[config.mk]
export PLATFORM = sky130hd
export DESIGN_NAME = speed_discriminator
export DESIGN_NICKNAME = d
export VERILOG_FILES = /design/src/rtl/spd_disc_pkg.sv /design/src/rtl/spd_tach_sync.sv /design/src/rtl/spd_period_ctr.sv /design/src/rtl/spd_verdict_fsm.sv /design/src/rtl/speed_discriminator.sv
export SDC_FILE = /design/constraint.sdc
export NUM_CORES = 1
export LEC_CHECK = 0
export BUFFER_PORTS_ARGS = -buffer_cell sky130_fd_sc_hd__buf_4
export CAP_MARGIN = 0
export CORE_ASPECT_RATIO = 0.9
export CORE_MARGIN = 2
export CORE_UTILIZATION = 53
export CTS_BUF_LIST = sky130_fd_sc_hd__clkbuf_2 sky130_fd_sc_hd__clkbuf_4 sky130_fd_sc_hd__clkbuf_8
export CTS_CLUSTER_DIAMETER = 200
export DETAILED_ROUTE_END_ITERATION = 6
export MAX_ROUTING_LAYER = met4
export PLACE_DENSITY = 0.78
export SKIP_LAST_GASP = 1
export SYNTH_ARGS = -nofsm -noshare
export SYNTH_HDL_FRONTEND = slang
export SYNTH_SLANG_ARGS = --single-unit
[constraint.sdc]
create_clock -name clk -period 1.55 [get_ports clk]
set_clock_uncertainty 0.1 [all_clocks]
set_input_delay 0.31 -clock clk [delete_from_list [all_inputs] [get_ports clk]]
set_output_delay 0.31 -clock clk [all_outputs]
set_load 0.005 [all_outputs]
[src/rtl/spd_disc_pkg.sv]
package spd_disc_pkg;

    typedef enum logic [0:0] {
        ST_ARMING   = 1'b0,
        ST_TRACKING = 1'b1
    } disc_state_t;

    typedef enum logic [1:0] {
        VD_LOCKED = 2'd0,
        VD_SLOW   = 2'd1,
        VD_FAST   = 2'd2
    } verdict_t;

endpackage

[src/rtl/spd_tach_sync.sv]
module spd_tach_sync #(
    parameter int SYNC_STAGES = 2
) (
    input  logic clk,
    input  logic rst_n,
    input  logic tach_raw,
    output logic tach_rise
);
    logic [SYNC_STAGES-1:0] sync_q;
    logic                   prev_q;

    always_ff @(posedge clk or negedge rst_n) begin
        if (!rst_n) begin
            sync_q <= '0;
            prev_q <= 1'b0;
        end else begin
            sync_q <= {sync_q[SYNC_STAGES-2:0], tach_raw};
            prev_q <= sync_q[SYNC_STAGES-1];
        end
    end

    assign tach_rise = sync_q[SYNC_STAGES-1] & ~prev_q;
endmodule

[src/rtl/spd_period_ctr.sv]
module spd_period_ctr #(
    parameter int CNT_W = 10
) (
    input  logic             clk,
    input  logic             rst_n,
    input  logic             restart,
    input  logic             tick,
    output logic [CNT_W-1:0] period_cnt
);
    localparam logic [CNT_W-1:0] CNT_MAX = '1;

    always_ff @(posedge clk or negedge rst_n) begin
        if (!rst_n) begin
            period_cnt <= '0;
        end else if (restart) begin
            period_cnt <= tick ? CNT_W'(1) : '0;
        end else if (tick && (period_cnt != CNT_MAX)) begin
            period_cnt <= period_cnt + CNT_W'(1);
        end
    end
endmodule

[src/rtl/spd_verdict_fsm.sv]
module spd_verdict_fsm
    import spd_disc_pkg::*;
#(
    parameter int CNT_W  = 10,
    parameter int TARGET = 512
) (
    input  logic             clk,
    input  logic             rst_n,
    input  logic             tach_rise,
    input  logic [CNT_W-1:0] period_cnt,
    output logic             lock_n,
    output logic             accel,
    output logic             decel,
    output logic [CNT_W-1:0] err_mag,
    output logic             result_valid
);
    localparam int               WINDOW = TARGET / 16;
    localparam logic [CNT_W-1:0] TGT    = CNT_W'(TARGET);
    localparam logic [CNT_W-1:0] LIM_LO = CNT_W'(TARGET - WINDOW);
    localparam logic [CNT_W-1:0] LIM_HI = CNT_W'(TARGET + WINDOW);

    disc_state_t      state_q, state_d;
    verdict_t         verdict;
    logic [CNT_W-1:0] err_now;
    logic             evaluate;

    // classification of the period that just ended
    always_comb begin
        if (period_cnt > LIM_HI)      verdict = VD_SLOW;
        else if (period_cnt < LIM_LO) verdict = VD_FAST;
        else                          verdict = VD_LOCKED;
        err_now = (period_cnt >= TGT) ? (period_cnt - TGT) : (TGT - period_cnt);
    end

    // next state: ARM_TO_TRACK on first edge, TRACK_EVAL loops
    always_comb begin
        state_d  = state_q;
        evaluate = 1'b0;
        unique case (state_q)
            ST_ARMING: begin
                if (tach_rise) state_d = ST_TRACKING;
            end
            ST_TRACKING: begin
                if (tach_rise) evaluate = 1'b1;
            end
            default: state_d = ST_ARMING;
        endcase
    end

    always_ff @(posedge clk or negedge rst_n) begin
        if (!rst_n) state_q <= ST_ARMING;
        else        state_q <= state_d;
    end

    // output registers
    always_ff @(posedge clk or negedge rst_n) begin
        if (!rst_n) begin
            lock_n       <= 1'b1;
            accel        <= 1'b0;
            decel        <= 1'b0;
            err_mag      <= '0;
            result_valid <= 1'b0;
        end else begin
            result_valid <= evaluate;
            if (evaluate) begin
                err_mag <= err_now;
                unique case (verdict)
                    VD_LOCKED: begin
                        lock_n <= 1'b0; accel <= 1'b0; decel <= 1'b0;
                    end
                    VD_SLOW: begin
                        lock_n <= 1'b1; accel <= 1'b1; decel <= 1'b0;
                    end
                    VD_FAST: begin
                        lock_n <= 1'b1; accel <= 1'b0; decel <= 1'b1;
                    end
                    default: begin
                        lock_n <= 1'b1; accel <= 1'b0; decel <= 1'b0;
                    end
                endcase
            end
        end
    end
endmodule

[src/rtl/speed_discriminator.sv]
module speed_discriminator #(
    parameter int TARGET = 512,
    parameter int CNT_W  = 10
) (
    input  logic             clk,
    input  logic             rst_n,
    input  logic             tach_in,
    input  logic             ref_tick,
    output logic             lock_n,
    output logic             accel,
    output logic             decel,
    output logic [CNT_W-1:0] err_mag,
    output logic             result_valid
);
    logic             tach_rise;
    logic [CNT_W-1:0] period_cnt;

    spd_tach_sync #(.SYNC_STAGES(2)) u_sync (
        .clk       (clk),
        .rst_n     (rst_n),
        .tach_raw  (tach_in),
        .tach_rise (tach_rise)
    );

    spd_period_ctr #(.CNT_W(CNT_W)) u_ctr (
        .clk        (clk),
        .rst_n      (rst_n),
        .restart    (tach_rise),
        .tick       (ref_tick),
        .period_cnt (period_cnt)
    );

    spd_verdict_fsm #(.CNT_W(CNT_W), .TARGET(TARGET)) u_fsm (
        .clk          (clk),
        .rst_n        (rst_n),
        .tach_rise    (tach_rise),
        .period_cnt   (period_cnt),
        .lock_n       (lock_n),
        .accel        (accel),
        .decel        (decel),
        .err_mag      (err_mag),
        .result_valid (result_valid)
    );
endmodule

==> flow_summary.json <==
{
  "status": "finished with violations",
  "failed_checks": "DRC",
  "firstDrtPassIters": 6,
  "final_cell_count_no_fill": 202,
  "min_path_cells": 3,
  "synthSimpleGateAreaFrac": 0.211,
  "syn2layout_area_growth_pct": 18.9,
  "slew_violations": 0,
  "cts_tree": "built",
  "cts_root_buf": "clkbuf_4",
  "numPortBuffers": 17,
  "r2r_end": "u_fsm.err_mag[5]$_DFFE_PN0P_",
  "grt_max_degree": 29,
  "yosysSeqAreaShare": 0.487,
  "setup_viol": 0,
  "rrSetupSlack_ns": 0.05,
  "remaining_drc_errors": 1,
  "startpoint": "u_ctr.period_cnt[3]$_DFFE_PN0P_",
  "syn_inst": 152,
  "clk_path_buf_depth": 2,
  "n_antenna_cell": 0,
  "synth_edf_count": 0,
  "dp_cells": 195,
  "synth_warnings": 0,
  "h-tree-depth": 1,
  "cap_violations": 0,
  "clkTransAtPathRegs_ns": 0.15,
  "die_w_um": 59.0,
  "max_freq_ghz": 0.665,
  "async_flop_share": 1.00,
  "grt_pass1_wl_um": 4950,
  "grt_use_total": 0.212,
  "min_period_over_period": 0.969,
  "ys_types": 32,
  "core_mm2": 0.00251,
  "nFillCells": 196,
  "synth_xor_xnor_area_share": 0.0486,
  "synth_fa_ha_area_frac": 0.0174,
  "crit_path_end": "u_fsm.err_mag[5]$_DFFE_PN0P_",
  "power_density_mw_per_mm2": 1030,
  "max-vdd-ir-drop_mv": 0.646,
  "period_needed_ns": 1.50,
  "min_path_type": "in2reg",
  "synth_compound_area_frac": 0.141,
  "first_iter_violations": 43,
  "synthMuxAreaShare": 0.0139,
  "critPathLaunchType": "flop",
  "syn_nets": 158,
  "drive_gt1_frac": 0.305,
  "dieArea_mm2": 0.00315,
  "hold_viol_final": 0,
  "arrival_ns": 1.66,
  "start_util": 0.574,
  "ant_nets": 0,
  "wirelength_um": 2880,
  "rows": 17,
  "nets": 181,
  "cts_buffers": 3,
  "wire_per_inst_um": 14.3,
  "power_mw": 1.77,
  "cts.sinks": 28,
  "timing.slew.headroom": 0.756,
  "avgViaCountPerCell": 5.66,
  "critPathKind": "reg2reg",
  "ys_ff_latch": 28,
  "path_max_fanout": 10,
  "grt_overflow_total": 0,
  "totalNegativeSetupSlack_ns": 0,
  "post-dp-hpwl_um": 2070,
  "leakagePower_nw": 0.744,
  "vias": 1143,
  "worstPathRequired_ns": 1.71,
  "worstMarginPinSlew_ns": 0.363,
  "synth_top_family_by_area": "simple AND/OR/NAND/NOR gates",
  "r2r_start": "u_ctr.period_cnt[3]$_DFFE_PN0P_",
  "grt_pass1_vias": 1073,
  "netlist_area_mm2": 0.00144,
  "cp-end-kind": "flop",
  "gp_congestion": 0.864,
  "ff2ff_path_depth": 4,
  "synthFlopType": "dfrtp_1",
  "ioPinCount": 18,
  "synth.avg_cell_area_um2": 9.48,
  "rsz0062_at_grt": "true",
  "clkLatencyLatePin_ns": 0.33,
  "dieHeight_um": 53.5,
  "grt_antenna_before_repair": 0
}
## timing repair
action | CTS | global route
pin swaps | 0 | 5
hold endpoints to repair | 28 | 0
hold buffers | 2 | 0
endpoints found under the setup margin | 4 | 13
buffers inserted | 1 | 0
gates resized for setup | 1 | 19
## worst max-delay path, cell delays in order (launching register included)
cell	delay, ns
dfrtp_2	0.52
nor3_1	0.36
a21oi_1	0.14
xnor2_1	0.14
o21ai_0	0.17
## per-stage QoR
step / utilization / hold WS (ns) / setup WS (ns) / instance area [um^2]
after global placement: 0.634 / 0.136 / 0.0355 / 1590
after CTS: 0.662 / 0.158 / 0.000701 / 1660
final: 0.683 / 0.170 / 0.0473 / 1710
after detailed placement: 0.634 / 0.141 / -0.00611 / 1590
after global routing: 0.683 / 0.176 / -0.0968 / 1710
after floorplan: - / -0.0856 / 0.0589 / 1440
## report_power, final
part	internal [mW]	switching, mW
registers	0.830	0.0780
logic	0.278	0.224
clock network	0.144	0.212
total	1.25	0.514
## cells in the mapped netlist (3+ instances only)
cell      number  area share
buf_6          3       0.023
buf_4          3       0.016
dfrtp_1       27        0.47
nand2_1       22       0.057
a21oi_1       11       0.038
o21ai_0       13       0.045
a31oi_1        3       0.013
xnor2_1        8       0.049
nor3_1         8       0.028
clkbuf_1       4       0.010
nor2_1        10       0.026
nand4_1        3       0.013
inv_1          6       0.016
nand3_1        7       0.024
## area by class of cell
| cell class | count | area, um^2 | share of cell area |
|---|---|---|---|
| Tap cell | 28 | 35.0 | 0.0204 |
| Clock buffer | 4 | 36.3 | 0.0212 |
| Timing Repair Buffer | 31 | 238 | 0.139 |
| Multi-Input combinational cell | 105 | 676 | 0.394 |
| Sequential cell | 28 | 707 | 0.412 |
| Inverter | 6 | 22.5 | 0.0131 |
## state kept, by name, summed over array words and instances, names as in the netlist
signal,flops
u_ctr.period_cnt,10
u_fsm.err_mag,10
u_sync.sync_q,2
u_fsm.accel,1
u_fsm.decel,1
u_fsm.lock_n,1
u_fsm.result_valid,1
u_fsm.state_q,1
u_sync.prev_q,1
## placed cells by master, fill, tap and decap left out, types with 3 or more instances in the layout
cell and count:
buf_4 29, dfrtp_1 23, nand2_1 22, o21ai_0 10
nor2_1 9, a21oi_1 8, xnor2_1 8, nand3_1 7
nor3_1 7, inv_1 4, dfrtp_2 4, nand4_1 3
o21ai_1 3, a31oi_1 3, a21oi_2 3, clkbuf_4 3
## metal layers
metal | part of all wire | GRT usage
met3 | 0.046 | 0.0440
met5 | 0 | -
met1 | 0.47 | 0.280
met4 | 0.0045 | 0.0379
met2 | 0.48 | 0.344
## kinds of logic after synthesis
group / Yosys count
multiplexers: 2
AO/OA/AOI/OAI: 34
buffers and inverters: 19
flip-flops: 28
adder cells (fa/ha/maj): 2
XOR/XNOR: 8
AND/OR/NAND/NOR: 59
## worst min path at each step
stage | from | to
2_1_floorplan | rst_n | u_ctr.period_cnt[0]$_DFFE_PN0P_
3_3_place_gp | rst_n | u_sync.sync_q[0]$_DFF_PN0_
3_5_place_dp | rst_n | u_sync.sync_q[1]$_DFF_PN0_
4_1_cts | ref_tick | u_ctr.period_cnt[0]$_DFFE_PN0P_
5_1_grt | ref_tick | u_ctr.period_cnt[0]$_DFFE_PN0P_
6_report | ref_tick | u_ctr.period_cnt[0]$_DFFE_PN0P_
(Power assumes the default switching activity.)
